==> src/rtl/serial_regfile_pkg.sv <==
package serial_regfile_pkg;

    typedef enum logic [2:0] {
        OFS_DATA = 3'd0,
        OFS_IER  = 3'd1,
        OFS_IIR  = 3'd2,
        OFS_LCR  = 3'd3,
        OFS_MCR  = 3'd4,
        OFS_LSR  = 3'd5,
        OFS_MSR  = 3'd6,
        OFS_SCR  = 3'd7
    } reg_ofs_e;

    // channel index doubles as its IER enable bit position
    localparam int unsigned NUM_CH   = 2;
    localparam int unsigned CH_RX    = 0;
    localparam int unsigned CH_TX    = 1;
    localparam int unsigned DLAB_BIT = 7;

    localparam logic [7:0] MCR_PROBE     = 8'h1A;
    localparam logic [7:0] MCR_SIGNATURE = 8'h9A;
    localparam logic [7:0] LSR_TX_IDLE   = 8'h60;

    typedef struct packed {
        logic data_rd;
        logic data_wr;
        logic ier_rd;
        logic ier_wr;
        logic iir_rd;
        logic lcr_rd;
        logic lcr_wr;
        logic mcr_rd;
        logic mcr_wr;
        logic lsr_rd;
        logic err;
    } strobe_t;

    typedef struct packed {
        logic [7:0]        ier;
        logic [7:0]        lcr;
        logic [7:0]        mcr;
        logic [NUM_CH-1:0] pend;
        logic              rechk;
        logic              rx_seen;
    } regs_t;

endpackage

==> src/rtl/serial_reg_decode.sv <==
module serial_reg_decode
    import serial_regfile_pkg::*;
#(
    parameter int unsigned ADDR_W = 4
) (
    input  logic [ADDR_W-1:0] bus_addr,
    input  logic              bus_rd,
    input  logic              bus_wr,
    input  logic              dlab,
    output strobe_t           stb
);

    logic     in_range;
    logic     rd;
    logic     wr;
    reg_ofs_e ofs;

    generate
        if (ADDR_W > 3) begin : g_wide
            assign in_range = (bus_addr[ADDR_W-1:3] == '0);
        end else begin : g_narrow
            assign in_range = 1'b1;
        end
    endgenerate

    assign ofs = reg_ofs_e'(bus_addr[2:0]);
    assign rd  = bus_rd & in_range;
    assign wr  = bus_wr & in_range;

    always_comb begin
        stb     = '0;
        stb.err = (bus_rd | bus_wr) & ~in_range;
        unique case (ofs)
            OFS_DATA: begin
                stb.data_rd = rd & ~dlab;
                stb.data_wr = wr & ~dlab;
            end
            OFS_IER: begin
                stb.ier_rd = rd & ~dlab;
                stb.ier_wr = wr & ~dlab;
            end
            OFS_IIR: stb.iir_rd = rd;
            OFS_LCR: begin
                stb.lcr_rd = rd;
                stb.lcr_wr = wr;
            end
            OFS_MCR: begin
                stb.mcr_rd = rd;
                stb.mcr_wr = wr;
            end
            OFS_LSR: stb.lsr_rd = rd;
            default: ;
        endcase
    end

endmodule

==> src/rtl/serial_intr_delay.sv <==
module serial_intr_delay #(
    parameter int unsigned DELAY = 450
) (
    input  logic clk,
    input  logic rst_n,
    input  logic restart,
    input  logic cancel,
    output logic fire
);

    localparam int unsigned CW = (DELAY > 2) ? $clog2(DELAY) : 1;
    localparam logic [CW-1:0] RELOAD = CW'(DELAY - 1);

    typedef struct packed {
        logic          run;
        logic [CW-1:0] cnt;
    } tmr_t;

    tmr_t tmr_d, tmr_q;

    assign fire = tmr_q.run && (tmr_q.cnt == '0);

    always_comb begin
        tmr_d = tmr_q;
        if (tmr_q.run) begin
            if (fire) begin
                tmr_d.run = 1'b0;
            end else begin
                tmr_d.cnt = tmr_q.cnt - 1'b1;
            end
        end
        if (restart) begin
            tmr_d.run = 1'b1;
            tmr_d.cnt = RELOAD;
        end
        if (cancel) begin
            tmr_d.run = 1'b0;
        end
    end

    always_ff @(posedge clk) begin
        if (!rst_n) begin
            tmr_q <= '0;
        end else begin
            tmr_q <= tmr_d;
        end
    end

endmodule

==> src/rtl/serial_regfile.sv <==
module serial_regfile
    import serial_regfile_pkg::*;
#(
    parameter int unsigned ADDR_W = 4,
    parameter int unsigned DELAY  = 450
) (
    input  logic              clk,
    input  logic              rst_n,
    input  logic [ADDR_W-1:0] bus_addr,
    input  logic              bus_rd,
    input  logic              bus_wr,
    input  logic [7:0]        bus_wdata,
    output logic [7:0]        bus_rdata,
    output logic              bus_err,
    input  logic              rx_valid,
    input  logic [7:0]        rx_data,
    output logic              rx_pop,
    output logic              tx_push,
    output logic [7:0]        tx_data,
    output logic              irq
);

    regs_t             regs_d, regs_q;
    strobe_t           stb;
    logic              dlab;
    logic              rx_rise;
    logic [NUM_CH-1:0] tmr_restart;
    logic [NUM_CH-1:0] tmr_cancel;
    logic [NUM_CH-1:0] tmr_fire;

    assign dlab = regs_q.lcr[DLAB_BIT];

    serial_reg_decode #(.ADDR_W(ADDR_W)) u_dec (
        .bus_addr (bus_addr),
        .bus_rd   (bus_rd),
        .bus_wr   (bus_wr),
        .dlab     (dlab),
        .stb      (stb)
    );

    generate
        for (genvar ch = 0; ch < NUM_CH; ch++) begin : g_tmr
            serial_intr_delay #(.DELAY(DELAY)) u_tmr (
                .clk     (clk),
                .rst_n   (rst_n),
                .restart (tmr_restart[ch]),
                .cancel  (tmr_cancel[ch]),
                .fire    (tmr_fire[ch])
            );
        end
    endgenerate

    assign rx_rise = rx_valid & ~regs_q.rx_seen;

    // timer control
    always_comb begin
        tmr_restart = '0;
        tmr_cancel  = '0;
        if (stb.ier_wr) begin
            tmr_restart[CH_TX] = bus_wdata[CH_TX];
            tmr_cancel[CH_TX]  = ~bus_wdata[CH_TX];
            tmr_restart[CH_RX] = bus_wdata[CH_RX] & rx_valid;
            tmr_cancel[CH_RX]  = ~(bus_wdata[CH_RX] & rx_valid);
        end else begin
            tmr_restart[CH_TX] = stb.data_wr & regs_q.ier[CH_TX];
            tmr_restart[CH_RX] = regs_q.rechk & rx_valid & regs_q.ier[CH_RX];
        end
    end

    // next state: sets first, clears after, so clears win
    always_comb begin
        regs_d         = regs_q;
        regs_d.rx_seen = rx_valid;
        regs_d.rechk   = stb.data_rd;

        for (int ch = 0; ch < NUM_CH; ch++) begin
            if (tmr_fire[ch] && regs_q.ier[ch]) begin
                regs_d.pend[ch] = 1'b1;
            end
        end
        if (rx_rise && regs_q.ier[CH_RX]) begin
            regs_d.pend[CH_RX] = 1'b1;
        end

        if (stb.data_rd) begin
            regs_d.pend[CH_RX] = 1'b0;
        end
        if (stb.data_wr) begin
            regs_d.pend[CH_TX] = 1'b0;
        end
        if (stb.ier_wr) begin
            regs_d.ier = bus_wdata;
            if (!bus_wdata[CH_TX]) begin
                regs_d.pend[CH_TX] = 1'b0;
            end
            if (!(bus_wdata[CH_RX] && rx_valid)) begin
                regs_d.pend[CH_RX] = 1'b0;
            end
        end
        if (stb.lcr_wr) begin
            regs_d.lcr = bus_wdata;
        end
        if (stb.mcr_wr && (bus_wdata == MCR_PROBE)) begin
            regs_d.mcr = MCR_SIGNATURE;
        end
    end

    // read mux
    always_comb begin
        bus_rdata = '0;
        if (stb.data_rd && rx_valid) bus_rdata = rx_data;
        if (stb.ier_rd)              bus_rdata = regs_q.ier;
        if (stb.iir_rd)              bus_rdata = {7'b0, ~(|regs_q.pend)};
        if (stb.lcr_rd)              bus_rdata = regs_q.lcr;
        if (stb.mcr_rd)              bus_rdata = regs_q.mcr;
        if (stb.lsr_rd)              bus_rdata = LSR_TX_IDLE | {7'b0, rx_valid};
    end

    assign bus_err = stb.err;
    assign rx_pop  = stb.data_rd & rx_valid;
    assign tx_push = stb.data_wr;
    assign tx_data = bus_wdata;
    assign irq     = |regs_q.pend;

    always_ff @(posedge clk) begin
        if (!rst_n) begin
            regs_q <= '0;
        end else begin
            regs_q <= regs_d;
        end
    end

endmodule

==> config.mk <==
export PLATFORM = sky130hd
export DESIGN_NAME = serial_regfile
export DESIGN_NICKNAME = d
export VERILOG_FILES = /design/src/rtl/serial_regfile_pkg.sv /design/src/rtl/serial_reg_decode.sv /design/src/rtl/serial_intr_delay.sv /design/src/rtl/serial_regfile.sv
export SDC_FILE = /design/constraint.sdc
export NUM_CORES = 1
export LEC_CHECK = 0
export ABC_CLOCK_PERIOD_IN_PS = 3540
export BUFFER_PORTS_ARGS = -buffer_cell sky130_fd_sc_hd__buf_4
export CORE_MARGIN = 2
export CORE_UTILIZATION = 55
export CTS_CLUSTER_SIZE = 25
export DETAILED_ROUTE_END_ITERATION = 10
export PLACE_DENSITY = 0.84
export SLEW_MARGIN = 20
export SYNTH_ARGS = -nofsm -noshare
export SYNTH_HDL_FRONTEND = slang
export SYNTH_SLANG_ARGS = --single-unit
==> constraint.sdc <==
create_clock -name clk -period 3.54 [get_ports clk]
set_clock_uncertainty 0.05 [all_clocks]
set_input_delay 0.708 -clock clk [delete_from_list [all_inputs] [get_ports clk]]
set_output_delay 0.708 -clock clk [all_outputs]
set_load 0.02 [all_outputs]
==> results of run 1 <==
## synthesized netlist by cell type (all sizes together)
cell    number  area [um2]
inv         11       41.29
and3         3       18.77
a221o        4       40.04
a22oi        2       15.01
nor2b        6       37.54
nor4         5       31.28
or2          1       6.260
xor2         1       8.760
nor2        28       105.1
a21oi       13       65.06
clkbuf      10       37.54
xnor2        3       26.28
a22o         4       35.03
and3b        1       8.760
nand2b       2       12.51
nor3         5       25.02
nand3b       1       7.510
o21ai        8       43.79
or3b         2       17.52
or3          2       12.51
mux2i       21       210.2
or4b         1       10.01
o211a        3       30.03
ha           2       25.02
o22ai        1       6.260
and2         5       31.28
a32o         1       10.01
o41ai        2       25.03
mux2         3       33.78
a31oi        4       25.02
a222oi       1       10.01
nand3        4       20.02
or4          4       37.53
nor4b        3       26.28
buf         10       72.56
a311oi       1       8.760
dfxtp       41       820.8
nor3b        2       20.02
a221oi       1       8.760
a211oi       4       30.03
nand2       17       63.81
o21a         4       30.03
nor4bb       2       20.02
a32oi        1       8.760
nand4        1       6.260
## worst max-delay path, stage by stage
cell	delay [ns]
buf_4	0.13
nor3_1	0.18
buf_4	0.17
and2_1	0.36
a222oi_1	0.18
mux2i_1	0.16
buf_4	0.16
## power by group through the flow
stage	combinational, mW	sequential (mW)	clock (mW)
after detailed placement	0.0989	0.479	0
after CTS	0.0992	0.468	0.308
after floorplan	0.0575	0.478	0
final	0.0990	0.468	0.302
after global routing	0.107	0.469	0.325
after global placement	0.0973	0.479	0
## registers in the layout (all words and copies together) (netlist names)
name               cells
dlab                   1
g_tmr.u_tmr.tmr_q     20
regs_q                20
## metrics by stage
stage               cells  area [um2]  hold slack [ns]  total power, mW
floorplan             251        2186           0.3836           0.5355
global placement      327        2502           0.3997           0.5763
detailed placement    327        2502           0.4045           0.5779
CTS                   335        2589           0.4246           0.8751
global route          335        2589           0.4477           0.9005
finish                335        2589           0.4257           0.8688
## logic make-up after synthesis
family,share of synthesized area
xor+xnor,0.01603
flops,0.3755
fa+ha+maj,0.01145
mux,0.1116
buf+inv,0.06926
compound gates,0.1792
simple gates,0.2370
## routing by layer
layer	part of all wire	GRT usage	vias up
li1	-	-	979
met1	0.46	0.2953	921
met2	0.49	0.3973	23
met3	0.028	0.04392	9
met4	0.020	0.1122	0
met5	0	0	-
## final timing paths
check | from | to | slack (ns) | cells after the start
min reg2reg | regs_q[3] | regs_q[3] | 0.43 | 1
max | bus_addr[3] | bus_rdata[0] | 0.74 | 7
max reg2reg | g_tmr[0].u_tmr.tmr_q[0] | g_tmr[0].u_tmr.tmr_q[1] | 1.45 | 6
min | regs_q[3] | regs_q[3] | 0.43 | 1
## final cells by class
type,count,area share
clock buffers,5,0.02658
clock inverters,3,0.006767
inverters,11,0.01595
multi-input cells,179,0.4712
flip-flops and latches,41,0.3171
well taps,48,0.02320
repair buffers,48,0.1392
==> run metrics, run 1 <==
total CTS buffers 5; Clock transition at path regs approximately 0.08 ns; routability cong. about 0.84; n_diodes 0; fmax between 300 and 400 MHz; CTS Hold Bufs 0; Flop pwr share 0.539; Post-Route WL between 4000 and 5000 um; # Post-CTS Setup Buffers 0; unrepaired setup endpoints after global routing false; die height ~67 um; final hold vios 0; Comb pwr share 0.114; final setup margin 0.7373 ns; Congestion Overflow GR 0; TNS Setup 0 ns; sequential standard cell area 820.8 um2; switching share of total power 0.2562; Root Buffer clkbuf_8; DRC 0; clk_lat worst skew ~0.30 ns; # IOs 45; crit-path max FO 11; Final #Nets roughly 310; routed len/inst 14.73 um; largest net degree at the start of global routing 30; dpl ws ~0.75 ns; HP Class reg -> reg; mapped cell area approximately 2200 um2; net count after synthesis 278; global-route wire length before repair 8155 um; core area 3744 um2; via/cell ratio slightly below 6; CTS tree done; multi-input logic area roughly 1200 um2; clock network power share 0.347; status completed; Synth cell types 50; Pre-Repair DR Iteration Count 5; internal power ~0.65 mW; # clock sinks between 40 and 50; commonest cells after routing, fill and taps aside buf_4, dfxtp_1, nor2_1, mux2i_1, nand2_1; startpoint types primary input; row cnt 22; MaxCap Viol Count 0; most common cell after layout, fill and taps aside buf_4; endpoints failing setup 0; total global-route track usage 0.2390; Sw Pwr approximately 0.22 mW; Slew headroom 0.4208; Vias between 1500 and 2000; fin util 0.6915; crit path kind in -> out; post-DP HPWL approximately 3700 um; share of layout cells above drive strength 1 0.2404; peak supply drop 0.0001885 V; Tcrit/Tclk final 0.7917; # port buffers 44; H-tree Lvls 2; vias in the first global route ~1800; Power per Cell Area between 300 and 400 nW/um2; initial antenna violation count 0; clock buffer depth 2; Synth Register Bits 41; final worst path period need 2.803 ns; P&R area growth vs syn 18.43%; Routed Antenna Nets 0; Post-Syn Area per Cell ~8.7 um2; cells after synthesis 251; Crit. End Element primary output; Starting Density 0.5839; sequential area share after synthesis 0.3755; Crit path required time 2.78 ns; Die ar. ~4500 um2; CTS resizes 0; crit path DAT 2.04 ns; fill count roughly 330; initial drt markers roughly 130; Yosys warning total 0; Worst Max-Slew Pin Slew slightly below 0.9 ns; die boundary width about 67 um; Slew Viols, Final 0; LEAKAGE 1.052 nW
Note: power is estimated with default switching activity, not from simulation.
==> run 2: changes to the inputs <==
- ABC_CLOCK_PERIOD_IN_PS: 3540 -> 2600
- CORE_UTILIZATION: 55 -> 54
- PLACE_DENSITY: 0.84 -> 0.83
- clock period: 3.54 -> 2.6 ns (I/O delays scaled with it)
==> run 2 against run 1 <==
Non-clock buffer count increased by 3; flip-flop and latch count is the same; first-iteration DRC count rose by 4.8%; global-route usage increased by 0.057 points; cell area increased by 2.1%; critical path depth down 1; via count up 3.4%; setup slack got worse by 0.51 ns; final cell count is 1.5% higher; register-to-register slack got worse by 0.86 ns; sequential share of layout area is 0.66 points lower.
==> run metrics, run 2 (synthesized netlist as in run 1, its figures left out) <==
status completed; Worst Max-Slew Pin Slew approximately 0.67 ns; Hold Crit Start regs_q[3]; terminus of the critical flop-to-flop path g_tmr[0].u_tmr.tmr_q[1]; peak supply drop between 0.0004 and 0.0005 V; Die ar. around 4600 um2; initial drt markers 132; FF-to-FF setup slack 0.59 ns; startpoint types primary input; post-DP HPWL ~3700 um; fmax between 400 and 500 MHz; # clock sinks 41; CTS resizes 0; H-tree Lvls 2; DRC 0; die height just under 70 um; Clock transition at path regs ~0.07 ns; total CTS buffers 5; Congestion Overflow GR 0; worst hold endpoint regs_q[3]; R2R depth 6; # Post-CTS Setup Buffers 0; Vias around 2000; Root Buffer clkbuf_8; MaxCap Viol Count 0; fill count 330; initial antenna violation count 0; largest net degree at the start of global routing 24; final worst path period need ~2.4 ns; Slew Viols, Final 0; CTS Hold Bufs 0; clock buffer depth 2; Crit Reg-Reg Startpoint g_tmr[0].u_tmr.tmr_q[0]; CTS tree done; core area 3943 um2; n_diodes 0; Tcrit/Tclk final 0.9136; unrepaired setup endpoints after global routing false; crit-path max FO 11; final hold vios 0; Pre-Repair DR Iteration Count 4; HP Class reg -> reg; LEAKAGE 1.082 nW; Slew headroom 0.5481; WHS Path Cells 1; # port buffers 44; commonest cells after routing, fill and taps aside buf_4, dfxtp_1, nor2_1, mux2i_1, nand2_1; crit path DAT around 1.8 ns; routed len/inst approximately 15 um; clk_lat worst skew roughly 0.30 ns; via/cell ratio 5.874; Routed Antenna Nets 0; # IOs 45; vias in the first global route about 1900; Crit. End Element primary output; Power Total 1.308 mW; Power per Cell Area a little under 500 nW/um2; die boundary width roughly 68 um; P&R area growth vs syn 20.95%; crit path kind in -> out; TNS Setup 0 ns; most common cell after layout, fill and taps aside buf_4; total global-route track usage 0.2395; Starting Density 0.5544; Final #Nets ~320; routability cong. 0.8497; row cnt 23; share of layout cells above drive strength 1 0.2448; Post-Route WL about 5000 um; global-route wire length before repair 8224 um; Crit path required time slightly above 2 ns; endpoints failing setup 0
[run 2: cell count changes in the layout (fill, tap and decap cells not counted), sizes merged]
| cell | delta |
|---|---|
| buf | +3 |
| clkbuf | +2 |
| clkinv | -2 |
| bufinv | +1 |
| clkinvlp | -1 |
[run 2: worst max-delay path: stages]
cell,delay (ns)
buf_4,0.13
nor3_1,0.22
and2_1,0.41
a22oi_1,0.16
a21oi_1,0.20
buf_4,0.17
[run 2: where the power goes]
group	switching (mW)	internal (mW)
Sequential	0.00427	0.633
Combinational	0.0747	0.0631
Clock	0.219	0.313
[run 2: worst max path at each step]
stage | start | end | slack, ns | cells past startpoint
floorplan | bus_addr[3] | bus_rdata[2] | 0.14 | 5
global placement | bus_addr[3] | bus_rdata[0] | 0.32 | 6
detailed placement | bus_rd | bus_rdata[0] | 0.26 | 6
CTS | bus_rd | bus_rdata[0] | 0.25 | 6
global route | dlab | bus_rdata[0] | 0.09 | 5
finish | bus_addr[3] | bus_rdata[5] | 0.22 | 6
[run 2: through the flow]
step	utilization	instances	setup slack, ns	hold WS (ns)	instance area, um2
2_1_floorplan	-	251	0.1389	0.3836	2186
3_3_place_gp	0.6411	332	0.3188	0.3988	2527
3_5_place_dp	0.6411	332	0.2592	0.4077	2527
4_1_cts	0.6706	340	0.2541	0.4248	2644
5_1_grt	0.6706	340	0.08563	0.4432	2644
6_report	0.6706	340	0.2246	0.4189	2644
[run 2: metal layers]
layer | global-route usage | vias up | part of all wire
met5 | 0 | - | 0
met3 | 0.06167 | 8 | 0.052
met2 | 0.4191 | 45 | 0.49
li1 | - | 983 | -
met4 | 0.08673 | 0 | 0.017
met1 | 0.2797 | 961 | 0.44
[run 2: layout make-up]
cell class	instances	area, um2	area share
Multi-Input combinational cell	179	1220	0.4614
Sequential cell	41	820.8	0.3105
Timing Repair Buffer	51	382.9	0.1448
Clock buffer	7	86.33	0.03265
Tap cell	50	62.56	0.02366
Inverter	11	41.29	0.01562
Clock inverter	1	30.03	0.01136
==> run 3: changes to the inputs <==
- ABC_CLOCK_PERIOD_IN_PS: 2600 -> 2130
- CORE_UTILIZATION: 54 -> 49
- PLACE_DENSITY: 0.83 -> 0.79
- clock period: 2.6 -> 2.13 ns (I/O delays scaled with it)
==> run 3 against run 2 <==
Die area grew 9.6%; non-clock buffer count up 7; total power is 12% higher; first-iteration DRC count down 7.6%; final cell count increased by 2.4%.
==> run metrics, run 3 (synthesized netlist as in run 1, its figures left out) <==
TNS Setup 0 ns; CTS tree done; routed len/inst 14.45 um; Crit. End Element primary output; total global-route track usage 0.2098; worst hold slack 0.3632 ns; Slew headroom 0.5769; Root Buffer clkbuf_8; Buf/Inv on CP 2; final hold vios 0; Final #Nets 323; crit-path max FO 5; # clock sinks 41; die height 70.79 um; routability cong. ~0.80; Congestion Overflow GR 0; Non-Filler Instances roughly 350; total CTS buffers 5; CTS Hold Bufs 0; Crit path required time between 1.5 and 2 ns; vias in the first global route roughly 1800; clock buffer depth 2; clk_lat worst skew roughly 0.28 ns; Routed Antenna Nets 0; Die ar. around 5000 um2; CTS resizes 0; Tcrit/Tclk final 0.9545; share of layout cells above drive strength 1 0.2838; Clock transition at path regs 0.07 ns; DRC 0; final worst path period need roughly 2.0 ns; Slew Viols, Final 0; Worst path most repeated cell buf_4; DP Cell Count between 300 and 400; # port buffers 44; fmax 491.9 MHz; Power per Cell Area roughly 540 nW/um2; crit path kind reg -> out; via/cell ratio between 5 and 6; Worst Max-Slew Pin Slew between 0.6 and 0.7 ns; crit path DAT about 1.6 ns; post-DP HPWL 3799 um; Starting Density 0.5055; most common cell after layout, fill and taps aside buf_4; worst path cell trace nor3_2 -> and2_4 -> buf_4 -> a22oi_1 -> a21oi_2 -> buf_4; commonest cells after routing, fill and taps aside buf_4, dfxtp_1, nor2_1, mux2i_1, nand2_1; global-route wire length before repair around 8600 um; Critical-path top delay cell dfxtp_2; MaxCap Viol Count 0; die boundary width 70.79 um; Vias around 2000; max incr delay on CP ~0.34 ns; row cnt 24; endpoints failing setup 0; core area 4324 um2; cell family contributing the most delay on the critical path simple AND/OR/NAND/NOR gates; Pre-Repair DR Iteration Count 4; peak supply drop just under 0.0007 V; largest net degree at the start of global routing 18; Post-Route WL slightly above 5000 um; startpoint types register; LEAKAGE approximately 1.1 nW; initial antenna violation count 0; n_diodes 0; status completed; # IOs 45; P&R area growth vs syn 23.18%; HP Class in -> reg; unrepaired setup endpoints after global routing false; initial drt markers between 100 and 150; H-tree Lvls 2; # Post-CTS Setup Buffers 0
-- run 3: area by class of cell --
type                    count  area, um2
clock inverters             1      7.507
fillers                   376       1632
flip-flops and latches     41      822.0
clock buffers               6      82.58
multi-input cells         179       1239
well taps                  52      65.06
inverters                  11      41.29
repair buffers             58      435.4
-- run 3: metal layers --
| metal | GRT usage | up-vias | wire length, um |
|---|---|---|---|
| li1 | - | 993 | - |
| met1 | 0.2874 | 931 | 2319 |
| met2 | 0.3333 | 50 | 2386 |
| met3 | 0.04274 | 11 | 219 |
| met4 | 0.06709 | 0 | 104 |
| met5 | 0 | - | 0 |
-- run 3: worst reg2reg max path, delay by kind of cell, from the launching register on --
family / cells / cell delay (ns)
mux: 1 / 0.22
fa+ha+maj: 1 / 0.17
compound gates: 1 / 0.38
simple gates: 2 / 0.61
buf+inv: 1 / 0.09
flops: 1 / 0.32
-- run 3: worst paths after layout --
| kind | start | to | slack (ns) | cells after the start |
|---|---|---|---|---|
| hold / removal | bus_wdata[4] | regs_q[24] | 0.36 | 3 |
| setup / recovery | dlab | bus_rdata[5] | 0.1 | 6 |
| hold reg to reg | regs_q[3] | regs_q[3] | 0.43 | 1 |
| setup reg to reg | g_tmr[0].u_tmr.tmr_q[0] | g_tmr[0].u_tmr.tmr_q[1] | 0.24 | 6 |
-- run 3: per-stage QoR --
| stage | power [mW] | util | area (um2) | worst slack, ns |
|---|---|---|---|---|
| after global routing | 1.526 | 0.6227 | 2693 | 0.02004 |
| final | 1.464 | 0.6227 | 2693 | 0.09702 |
| after global placement | 0.9698 | 0.6010 | 2599 | 0.1174 |
| after CTS | 1.478 | 0.6218 | 2689 | 0.01561 |
| after floorplan | 0.8923 | - | 2202 | 0.1435 |
| after detailed placement | 0.9728 | 0.6010 | 2599 | 0.07653 |
-- run 3: report_power, final --
group,total [mW],internal [mW],switching [mW]
sequential,0.778,0.773,0.00535
combinational,0.178,0.0829,0.0950
clock,0.507,0.256,0.251
